[src/rtl/pmc_pkg.sv]
package pmc_pkg;
  localparam int CODE_W = 3;
  localparam int PWR_W  = 3;

  typedef enum logic [CODE_W-1:0] {
    CYC_MEM_RD  = 3'd0,
    CYC_IO_RD   = 3'd1,
    CYC_LOCK_RD = 3'd2,
    CYC_INTA    = 3'd3,
    CYC_MEM_WR  = 3'd4,
    CYC_IO_WR   = 3'd5,
    CYC_LOCK_WR = 3'd6,
    CYC_SPECIAL = 3'd7
  } cyc_code_e;

  localparam logic [PWR_W-1:0] PWR_RUN = 3'd0;

  typedef struct packed {
    logic loadCycle;
    logic captureErr;
  } pmc_strobe_t;
endpackage

[src/rtl/pmc_ctrl.sv]
module pmc_ctrl
  import pmc_pkg::*;
(
  input  logic              clk,
  input  logic              rstN,
  input  logic              cycStart,
  input  logic [CODE_W-1:0] cycCode,
  input  logic              readyStrobe,
  input  logic              lastBeat,
  input  logic              parityErr,
  input  logic              parityEn,
  input  logic              busErr,
  input  logic              addrHold,
  input  logic              backoff,
  input  logic              holdAck,
  input  logic              initIn,
  input  logic [PWR_W-1:0]  pwrState,
  input  logic              mceEnable,
  output pmc_strobe_t       strobes,
  output logic              excReq
);
  logic cycActive;
  logic heldAtStart;
  logic cycReadable;
  logic busErrQ;
  logic busRise;
  logic busQuiet;
  logic sampleOk;
  logic captureNow;

  always_ff @(posedge clk) begin
    if (!rstN) begin
      cycActive   <= 1'b0;
      heldAtStart <= 1'b0;
      cycReadable <= 1'b0;
    end else if (cycStart) begin
      cycActive   <= 1'b1;
      heldAtStart <= addrHold;
      cycReadable <= ~cycCode[CODE_W-1];
    end else if (cycActive && readyStrobe && lastBeat) begin
      cycActive <= 1'b0;
    end
  end

  always_comb begin
    busQuiet   = !backoff && !holdAck && !initIn;
    sampleOk   = cycActive && readyStrobe && cycReadable &&
                 (pwrState == PWR_RUN) && busQuiet &&
                 !(addrHold && heldAtStart);
    captureNow = sampleOk && parityErr && parityEn;
    busRise    = busErr && !busErrQ;
  end

  always_ff @(posedge clk) begin
    if (!rstN) begin
      busErrQ <= 1'b0;
      excReq  <= 1'b0;
    end else begin
      busErrQ <= busErr;
      excReq  <= mceEnable && (captureNow || busRise);
    end
  end

  assign strobes.loadCycle  = cycStart;
  assign strobes.captureErr = captureNow;

  assert_exc_needs_enable_R8: assert property (@(posedge clk) disable iff (!rstN)
    excReq |-> $past(mceEnable));

  assert_hold_blocks_late_cycle_R7: assert property (@(posedge clk) disable iff (!rstN)
    ($past(cycStart && addrHold) && addrHold && !$past(!rstN)) |-> !captureNow);
endmodule

[src/rtl/pmc_dpath.sv]
module pmc_dpath
  import pmc_pkg::*;
#(
  parameter int ADDR_W = 32,
  parameter int REG_W  = 64
) (
  input  logic              clk,
  input  logic              rstN,
  input  pmc_strobe_t       strobes,
  input  logic [ADDR_W-1:0] cycAddr,
  input  logic [CODE_W-1:0] cycCode,
  input  logic              msrSel,
  output logic [REG_W-1:0]  msrData
);
  localparam int ADDR_PAD = REG_W - ADDR_W;
  localparam int TYPE_PAD = REG_W - CODE_W;

  logic [ADDR_W-1:0] curAddr;
  logic [CODE_W-1:0] curCode;
  logic [REG_W-1:0]  addrRegQ;
  logic [REG_W-1:0]  typeRegQ;
  logic [REG_W-1:0]  addrWide;

  generate
    if (ADDR_PAD > 0) begin : g_pad
      assign addrWide = {{ADDR_PAD{1'b0}}, curAddr};
    end else begin : g_trunc
      assign addrWide = curAddr[REG_W-1:0];
    end
  endgenerate

  always_ff @(posedge clk) begin
    if (!rstN) begin
      curAddr <= '0;
      curCode <= '0;
    end else if (strobes.loadCycle) begin
      curAddr <= cycAddr;
      curCode <= cycCode;
    end
  end

  always_ff @(posedge clk) begin
    if (!rstN) begin
      addrRegQ <= '0;
      typeRegQ <= '0;
    end else if (strobes.captureErr) begin
      addrRegQ <= addrWide;
      typeRegQ <= {{TYPE_PAD{1'b0}}, curCode};
    end
  end

  assign msrData = msrSel ? typeRegQ : addrRegQ;

  assert_addr_changes_on_capture_R2: assert property (@(posedge clk) disable iff (!rstN)
    !$stable(addrRegQ) |-> $past(strobes.captureErr));

  assert_no_write_capture_R4: assert property (@(posedge clk) disable iff (!rstN)
    strobes.captureErr |-> !curCode[CODE_W-1]);
endmodule

[src/rtl/parity_mc_capture.sv]
module parity_mc_capture
  import pmc_pkg::*;
#(
  parameter int ADDR_W    = 32,
  parameter int REG_W     = 64,
  parameter int VEC_W     = 8,
  parameter int MC_VECTOR = 18
) (
  input  logic              clk,
  input  logic              rstN,
  input  logic              cycStart,
  input  logic [ADDR_W-1:0] cycAddr,
  input  logic [2:0]        cycCode,
  input  logic              readyStrobe,
  input  logic              lastBeat,
  input  logic              parityErr,
  input  logic              parityEn,
  input  logic              busErr,
  input  logic              addrHold,
  input  logic              backoff,
  input  logic              holdAck,
  input  logic              initIn,
  input  logic [2:0]        pwrState,
  input  logic              mceEnable,
  input  logic              msrSel,
  output logic [REG_W-1:0]  msrData,
  output logic              excReq,
  output logic [VEC_W-1:0]  excVector
);
  localparam logic [VEC_W-1:0] VEC_VAL = VEC_W'(MC_VECTOR);

  pmc_strobe_t strobes;

  pmc_ctrl u_ctrl (
    .clk        (clk),
    .rstN       (rstN),
    .cycStart   (cycStart),
    .cycCode    (cycCode),
    .readyStrobe(readyStrobe),
    .lastBeat   (lastBeat),
    .parityErr  (parityErr),
    .parityEn   (parityEn),
    .busErr     (busErr),
    .addrHold   (addrHold),
    .backoff    (backoff),
    .holdAck    (holdAck),
    .initIn     (initIn),
    .pwrState   (pwrState),
    .mceEnable  (mceEnable),
    .strobes    (strobes),
    .excReq     (excReq)
  );

  pmc_dpath #(.ADDR_W(ADDR_W), .REG_W(REG_W)) u_dpath (
    .clk    (clk),
    .rstN   (rstN),
    .strobes(strobes),
    .cycAddr(cycAddr),
    .cycCode(cycCode),
    .msrSel (msrSel),
    .msrData(msrData)
  );

  assign excVector = excReq ? VEC_VAL : '0;
endmodule

[config.mk]
export PLATFORM = sky130hd
export DESIGN_NAME = parity_mc_capture
export DESIGN_NICKNAME = d
export VERILOG_FILES = /design/src/rtl/pmc_pkg.sv /design/src/rtl/pmc_ctrl.sv /design/src/rtl/pmc_dpath.sv /design/src/rtl/parity_mc_capture.sv
export SDC_FILE = /design/constraint.sdc
export NUM_CORES = 1
export LEC_CHECK = 0
export BUFFER_PORTS_ARGS = -buffer_cell sky130_fd_sc_hd__buf_2
export CORE_UTILIZATION = 45
export DETAILED_ROUTE_END_ITERATION = 7
export GPL_ROUTABILITY_DRIVEN = 1
export PLACE_DENSITY = 0.73
export REMOVE_ABC_BUFFERS = 1
export SLEW_MARGIN = 20
export SYNTH_ARGS = -nofsm -noshare
export SYNTH_HDL_FRONTEND = slang
export SYNTH_SLANG_ARGS = --single-unit
[constraint.sdc]
create_clock -name clk -period 2.5 [get_ports clk]
set_clock_uncertainty 0.15 [all_clocks]
set_input_delay 0.25 -clock clk [delete_from_list [all_inputs] [get_ports clk]]
set_output_delay 0.25 -clock clk [all_outputs]
set_load 0.005 [all_outputs]
==> results.toml, run 1 <==
[run_status]
status = "finished clean"

[routing]
drt_iter0_drc = 64
wl_per_cell_um = 10.9
via_count = 2376
drtAntennaViolNets = 0
drc = 0
first_pass_iters = 4
avgViaCountPerCell = 4.39
wirelength_um = 5920

[setup_path]
crit_type = "reg -> reg"
worstPathRequired_ns = 2.60
endpoint_kind = "flip-flop"
arrival_ns = 2.03
max_stage_delay_ns = 0.47
crit_slowest_cell = "or4b_4"
critPathLaunchType = "flip-flop"
cp_cell_sequence = "or4b_4, a2111oi_4, buf_12, mux2i_1"
r2r_cells = 4
cp_max_fo = 36

[sta]
period_share_pct = 77.3
rsz0062_at_grt = "false"
period_minus_slack_ns = 1.93
timing.hold.ws_ns = 0.0292
tightest_slew_ns = 0.536
fin_ws_ns = 0.568
finalHoldViolations = 0
max_freq_ghz = 0.517
slew_viol_final = 0
setup_viol = 0
max_slew_margin_pct = 64.3

[synthesis]
synth_cell_types = 19
ys_ff_latch = 75
ys_warn_count = 0
syn_area_per_cell_um2 = 9.65
yosys.area.top_type_share_pct = 43.1
netlist_top_cells_area = "dfxtp_1 (43%), mux2i_1 (21%), nor2b_1 (12%), buf_4 (8.6%), nand2_1 (7.7%)"
yosysTopAreaCell = "dfxtp_1"
ys_seq_area_share_pct = 43.1
synth_area_um2 = 3480
synth_cells = 361

[placement]
dp_hpwl_um = 4000
dp_slack_ns = 0.470
place.gp.congestion = 0.670
port-buffer-count = 86

[hold_path]
worstHoldPathType = "in -> reg"
holdPathStages = 3

[pwr]
vdd.ir_drop.worst_v = 0.000272
p_per_area_nw_per_um2 = 574
leakage_nw = 1.78

[floorplanning]
core_area_um2 = 7370
die_h_um = 90.0
die_width_um = 90.0
row_count = 31
initial_core_util_pct = 47.3
die_area_um2 = 8100
io_pins = 125

[job]
max-cap-violations = 0

[global_routing]
first_global_vias = 2198
grt_max_degree = 111
antenna_found_initial = 0
overflow = 0
groute.usage.overall_pct = 14.8
grt_pass1_wl_um = 9770

[final_layout]
fillCellCount = 714
layout_common_cells = "buf_2 (86), dfxtp_1 (75), mux2i_1 (72), nand2_1 (71), nor2b_1 (67)"
final_common_cell = "buf_2"
num_antenna_cells = 0
nets = 490
drive_above_1_share_pct = 24.2
syn_to_final_growth_pct = 14.6

[clocking]
cts_buffers = 9
cts_root_buffer = "clkbuf_8"
htree_levels = 3
clk_latency_ns = 0.32
post_cts_buffers = 0
cts_max_path_buffers = 2
cts_tree = "yes"
clk_pin_slew_worst_paths_ns = 0.07
clock-sinks = 75
## report_power, final
group / switching (mW) / total, mW / internal, mW
logic: 0.100 / 0.192 / 0.0916
clock network: 0.395 / 0.849 / 0.454
registers: 0.0183 / 1.25 / 1.23
total: 0.514 / 2.29 / 1.78
## cells by family (layout without fill, tap and decap cells)
group	count (synthesis)	after routing	synth area share, %
other cells	1	38	0.108
buf+inv	64	108	12.9
mux	75	75	21.7
compound gates	3	3	1.22
flops	75	75	43.1
simple gates	143	143	21.0
## worst paths after layout
path	startpoint	endpoint	slack [ns]
worst max-delay path	u_ctrl.cycActive	u_dpath.addrRegQ[31]	0.57
worst max register to register	u_ctrl.cycActive	u_dpath.addrRegQ[31]	0.57
worst min register to register	u_dpath.addrRegQ[4]	u_dpath.addrRegQ[4]	0.30
worst min-delay path	cycAddr[24]	u_dpath.curAddr[24]	0.03
## area by class of cell
cell class	count	area, um^2	area share, %
clock buffers	12	135	3.38
multi-input cells	259	1670	41.8
well taps	99	124	3.10
clock inverters	3	40.0	1.00
inverters	1	3.75	0.0940
flip-flops and latches	75	1500	37.6
repair buffers	92	518	13.0
## stage by stage
stage | instance area [um^2] | instances | utilization (%) | total power, mW | setup TNS [ns]
floorplan | 3180 | 335 | - | 1.36 | -22.54
global placement | 3800 | 524 | 51.5 | 1.46 | 0
detailed placement | 3800 | 524 | 51.5 | 1.47 | 0
CTS | 3990 | 541 | 54.2 | 2.32 | 0
global route | 3990 | 541 | 54.2 | 2.40 | 0
finish | 3990 | 541 | 54.2 | 2.29 | 0
## registers in the layout, summed over array words and instances (netlist names)
| register | cells |
|---|---|
| u_dpath.addrRegQ | 32 |
| u_dpath.curAddr | 32 |
| u_dpath.curCode | 3 |
| u_dpath.typeRegQ | 3 |
| u_ctrl.busErrQ | 1 |
| u_ctrl.cycActive | 1 |
| u_ctrl.cycReadable | 1 |
| u_ctrl.excReq | 1 |
| u_ctrl.heldAtStart | 1 |
## critical path: cells and delay by family, from the launching register on
kind	cells	cell delay, ns
and+or+nand+nor	1	0.47
muxes	1	0.23
DFF	1	0.34
buffers and inverters	1	0.30
AOI/OAI and AO/OA	1	0.34
## synthesized netlist by cell type
library cell and n:
a2111oi_4 1, a21oi_1 1, and2_1 2, buf_12 3, buf_2 3, buf_4 40, buf_6 1, clkbuf_1 16
conb_1 1, dfxtp_1 75, inv_1 1, mux2_2 3, mux2i_1 72, nand2_1 71, nand3b_1 1, nand4bb_1 1
nor2b_1 67, o211a_1 1, or4b_4 1
## metal layers
layer	global-route usage [%]	wire (um)	vias to the layer above
met5	0	0	-
met4	5.65	74	0
met3	3.81	306	7
met2	24.2	2700	74
met1	18.7	2840	1066
li1	-	-	1229
## repair_timing
action / in CTS / in global routing
hold endpoints to repair: 2 / 0
gates resized for setup: 0 / 0
hold buffers: 2 / 0
setup endpoints to repair: 0 / 0
No activity file was read; power rests on OpenSTA's default activity.
==> run 2: changes to the inputs <==
--- a/config.mk
+++ b/config.mk
@@ -5,6 +5,7 @@
 export SDC_FILE = /design/constraint.sdc
 export NUM_CORES = 1
 export LEC_CHECK = 0
+export ABC_AREA = 1
 export BUFFER_PORTS_ARGS = -buffer_cell sky130_fd_sc_hd__buf_2
 export CORE_UTILIZATION = 45
 export DETAILED_ROUTE_END_ITERATION = 7
==> constraint.sdc (replaced) <==
create_clock -name clk -period 1.9 [get_ports clk]
set_clock_uncertainty 0.15 [all_clocks]
set_input_delay 0.19 -clock clk [delete_from_list [all_inputs] [get_ports clk]]
set_output_delay 0.19 -clock clk [all_outputs]
set_load 0.005 [all_outputs]
==> run 2 against run 1 <==
Compared with the run above: clock-buffer cell count shrank 2; cell count grew 30%; largest power group unchanged; highest routed layer unchanged; total power grew 45%.
==> results.toml, run 2 <==
[clocking]
cts_resized = 0
cts_tree = "yes"
clock-sinks = 75
clk_pin_slew_worst_paths_ns = 0.07
cts_buffers = 9
htree_levels = 3
cts_root_buffer = "clkbuf_8"
clk_latency_ns = 0.34
cts_max_path_buffers = 2

[floorplanning]
initial_core_util_pct = 46.1
io_pins = 125
die_area_um2 = 8240
core_area_um2 = 7690
row_count = 32
die_width_um = 90.8
die_h_um = 90.8

[final_layout]
nets = 651
drive_above_1_share_pct = 20.4
instances_no_fill = 706
fillCellCount = 761
reg_top3 = "u_dpath.addrRegQ: 32 flops, u_dpath.curAddr: 32 flops"
syn_to_final_growth_pct = 24.0
num_antenna_cells = 0
layout_common_cells = "buf_2 (86), dfxtp_1 (75), inv_1 (73), a21oi_1 (72), nor2_1 (70)"
final_common_cell = "buf_2"

[global_routing]
grt_pass1_wl_um = 12800
overflow = 0
groute.usage.overall_pct = 19.3
grt_max_degree = 48
first_global_vias = 2880
antenna_found_initial = 0

[placement]
port-buffer-count = 86
dp_hpwl_um = 4750
place_inst = 657
place.gp.congestion = 0.732
dp_slack_ns = 0.414

[synthesis]
ys_warn_count = 0
netlist_top_cells_area = "dfxtp_1 (42%), buf_4 (10%), a21oi_1 (10%), inv_1 (7.7%), nor2_1 (7.4%)"
synth_cells = 494
synthFlopType = "dfxtp_1"
ys_ff_latch = 75
synthTopCellsByCount = "dfxtp_1 (75), inv_1 (73), a21oi_1 (72), nor2_1 (70), buf_4 (49)"
async_flop_share_pct = 0
synth_cell_types = 22
synth_most_common_cell = "dfxtp_1"
synth_edf_count = 0
ys_seq_area_share_pct = 42.3
yosys.area.top_type_share_pct = 42.3
syn_area_per_cell_um2 = 7.18
yosysTopAreaCell = "dfxtp_1"
synth_area_um2 = 3550

[setup_path]
worstPathRequired_ns = 1.98
endpoint_kind = "flip-flop"
cp_max_fo = 35
critPathLaunchType = "primary input"
arrival_ns = 1.77
worst-r2r-setup-slack_ns = 0.40
crit_type = "in -> reg"

[sta]
rsz0062_at_grt = "false"
period_minus_slack_ns = 1.69
period_share_pct = 89.0
fin_setup_tns_ns = 0
max_slew_margin_pct = 65.6
setup_viol = 0
slew_viol_final = 0
max_freq_ghz = 0.591
tightest_slew_ns = 0.516
fin_ws_ns = 0.208
finalHoldViolations = 0

[routing]
wirelength_um = 7600
drc = 0
first_pass_iters = 6
wl_met2_um = 3780
wl_met1_um = 3350
top_layer = "met4"
drtAntennaViolNets = 0
met3_length_um = 356
avgViaCountPerCell = 4.50
wl_per_cell_um = 10.8
via_count = 3178
drt_iter0_drc = 108

[run_status]
status = "finished clean"

[pwr]
leakage_nw = 2.03
p_per_area_nw_per_um2 = 754
vdd.ir_drop.worst_v = 0.000401

[hold_path]
worstHoldPathType = "in -> reg"

[job]
max-cap-violations = 0
-- run 2: layout make-up --
| cell class | count | area, um^2 | share of cell area, % |
|---|---|---|---|
| Sequential cell | 75 | 1500 | 34.1 |
| Timing Repair Buffer | 127 | 833 | 18.9 |
| Multi-Input combinational cell | 312 | 1430 | 32.6 |
| Inverter | 74 | 278 | 6.31 |
| Clock inverter | 6 | 88.8 | 2.02 |
| Clock buffer | 10 | 138 | 3.13 |
| Tap cell | 102 | 128 | 2.90 |
-- run 2: worst paths after layout --
path | startpoint | depth (start not counted) | end
worst max-delay path | addrHold | 9 | u_dpath.addrRegQ[29]
worst min-delay path | cycAddr[8] | 3 | u_dpath.curAddr[8]
worst max register to register | u_ctrl.cycReadable | 6 | u_dpath.addrRegQ[29]
worst min register to register | u_dpath.curAddr[8] | 2 | u_dpath.curAddr[8]
-- run 2: critical path: stages --
cell	delay [ns]
dlygate4sd3_1	0.53
buf_2	0.12
nand2_1	0.08
nand3_1	0.11
nor2_4	0.09
buf_4	0.35
nand3_1	0.13
nand2_1	0.10
nor2_1	0.05
-- run 2: per-stage QoR --
stage	hold slack, ns	instance area (um^2)	total power [mW]	utilization (%)
3_3_place_gp	0.236	3840	1.94	50.0
4_1_cts	0.000591	4400	3.35	57.2
3_5_place_dp	0.247	3840	1.95	50.0
6_report	0.00816	4400	3.32	57.2
2_1_floorplan	0.129	3210	1.82	-
5_1_grt	0.0111	4400	3.48	57.2
-- run 2: where the power goes --
group,internal [mW],switching (mW),total (mW)
Sequential,1.63,0.0164,1.64
Clock,0.775,0.577,1.35
Combinational,0.142,0.177,0.319
-- run 2: layer usage --
metal  track usage (%)  vias to the layer above
met4              6.08                        0
met1              22.6                     1408
met3              4.97                        9
li1                  -                     1668
met2              34.3                       93
met5                 0                        -
-- run 2: what timing repair did --
action / CTS / global route
hold buffers: 33 / 0
setup buffers: 0 / 0
endpoints found under the hold margin: 31 / 0
-- run 2: cell families (layout without fill, tap and decap cells) --
kind of cell    count (synthesis)  after routing  synth area share (%)
simple gates                  162            162                  19.9
compound gates                109            109                  15.5
buf+inv                       144            217                  21.2
other cells                     1             38                 0.106
flops                          75             75                  42.3
mux                             3              3                 0.952
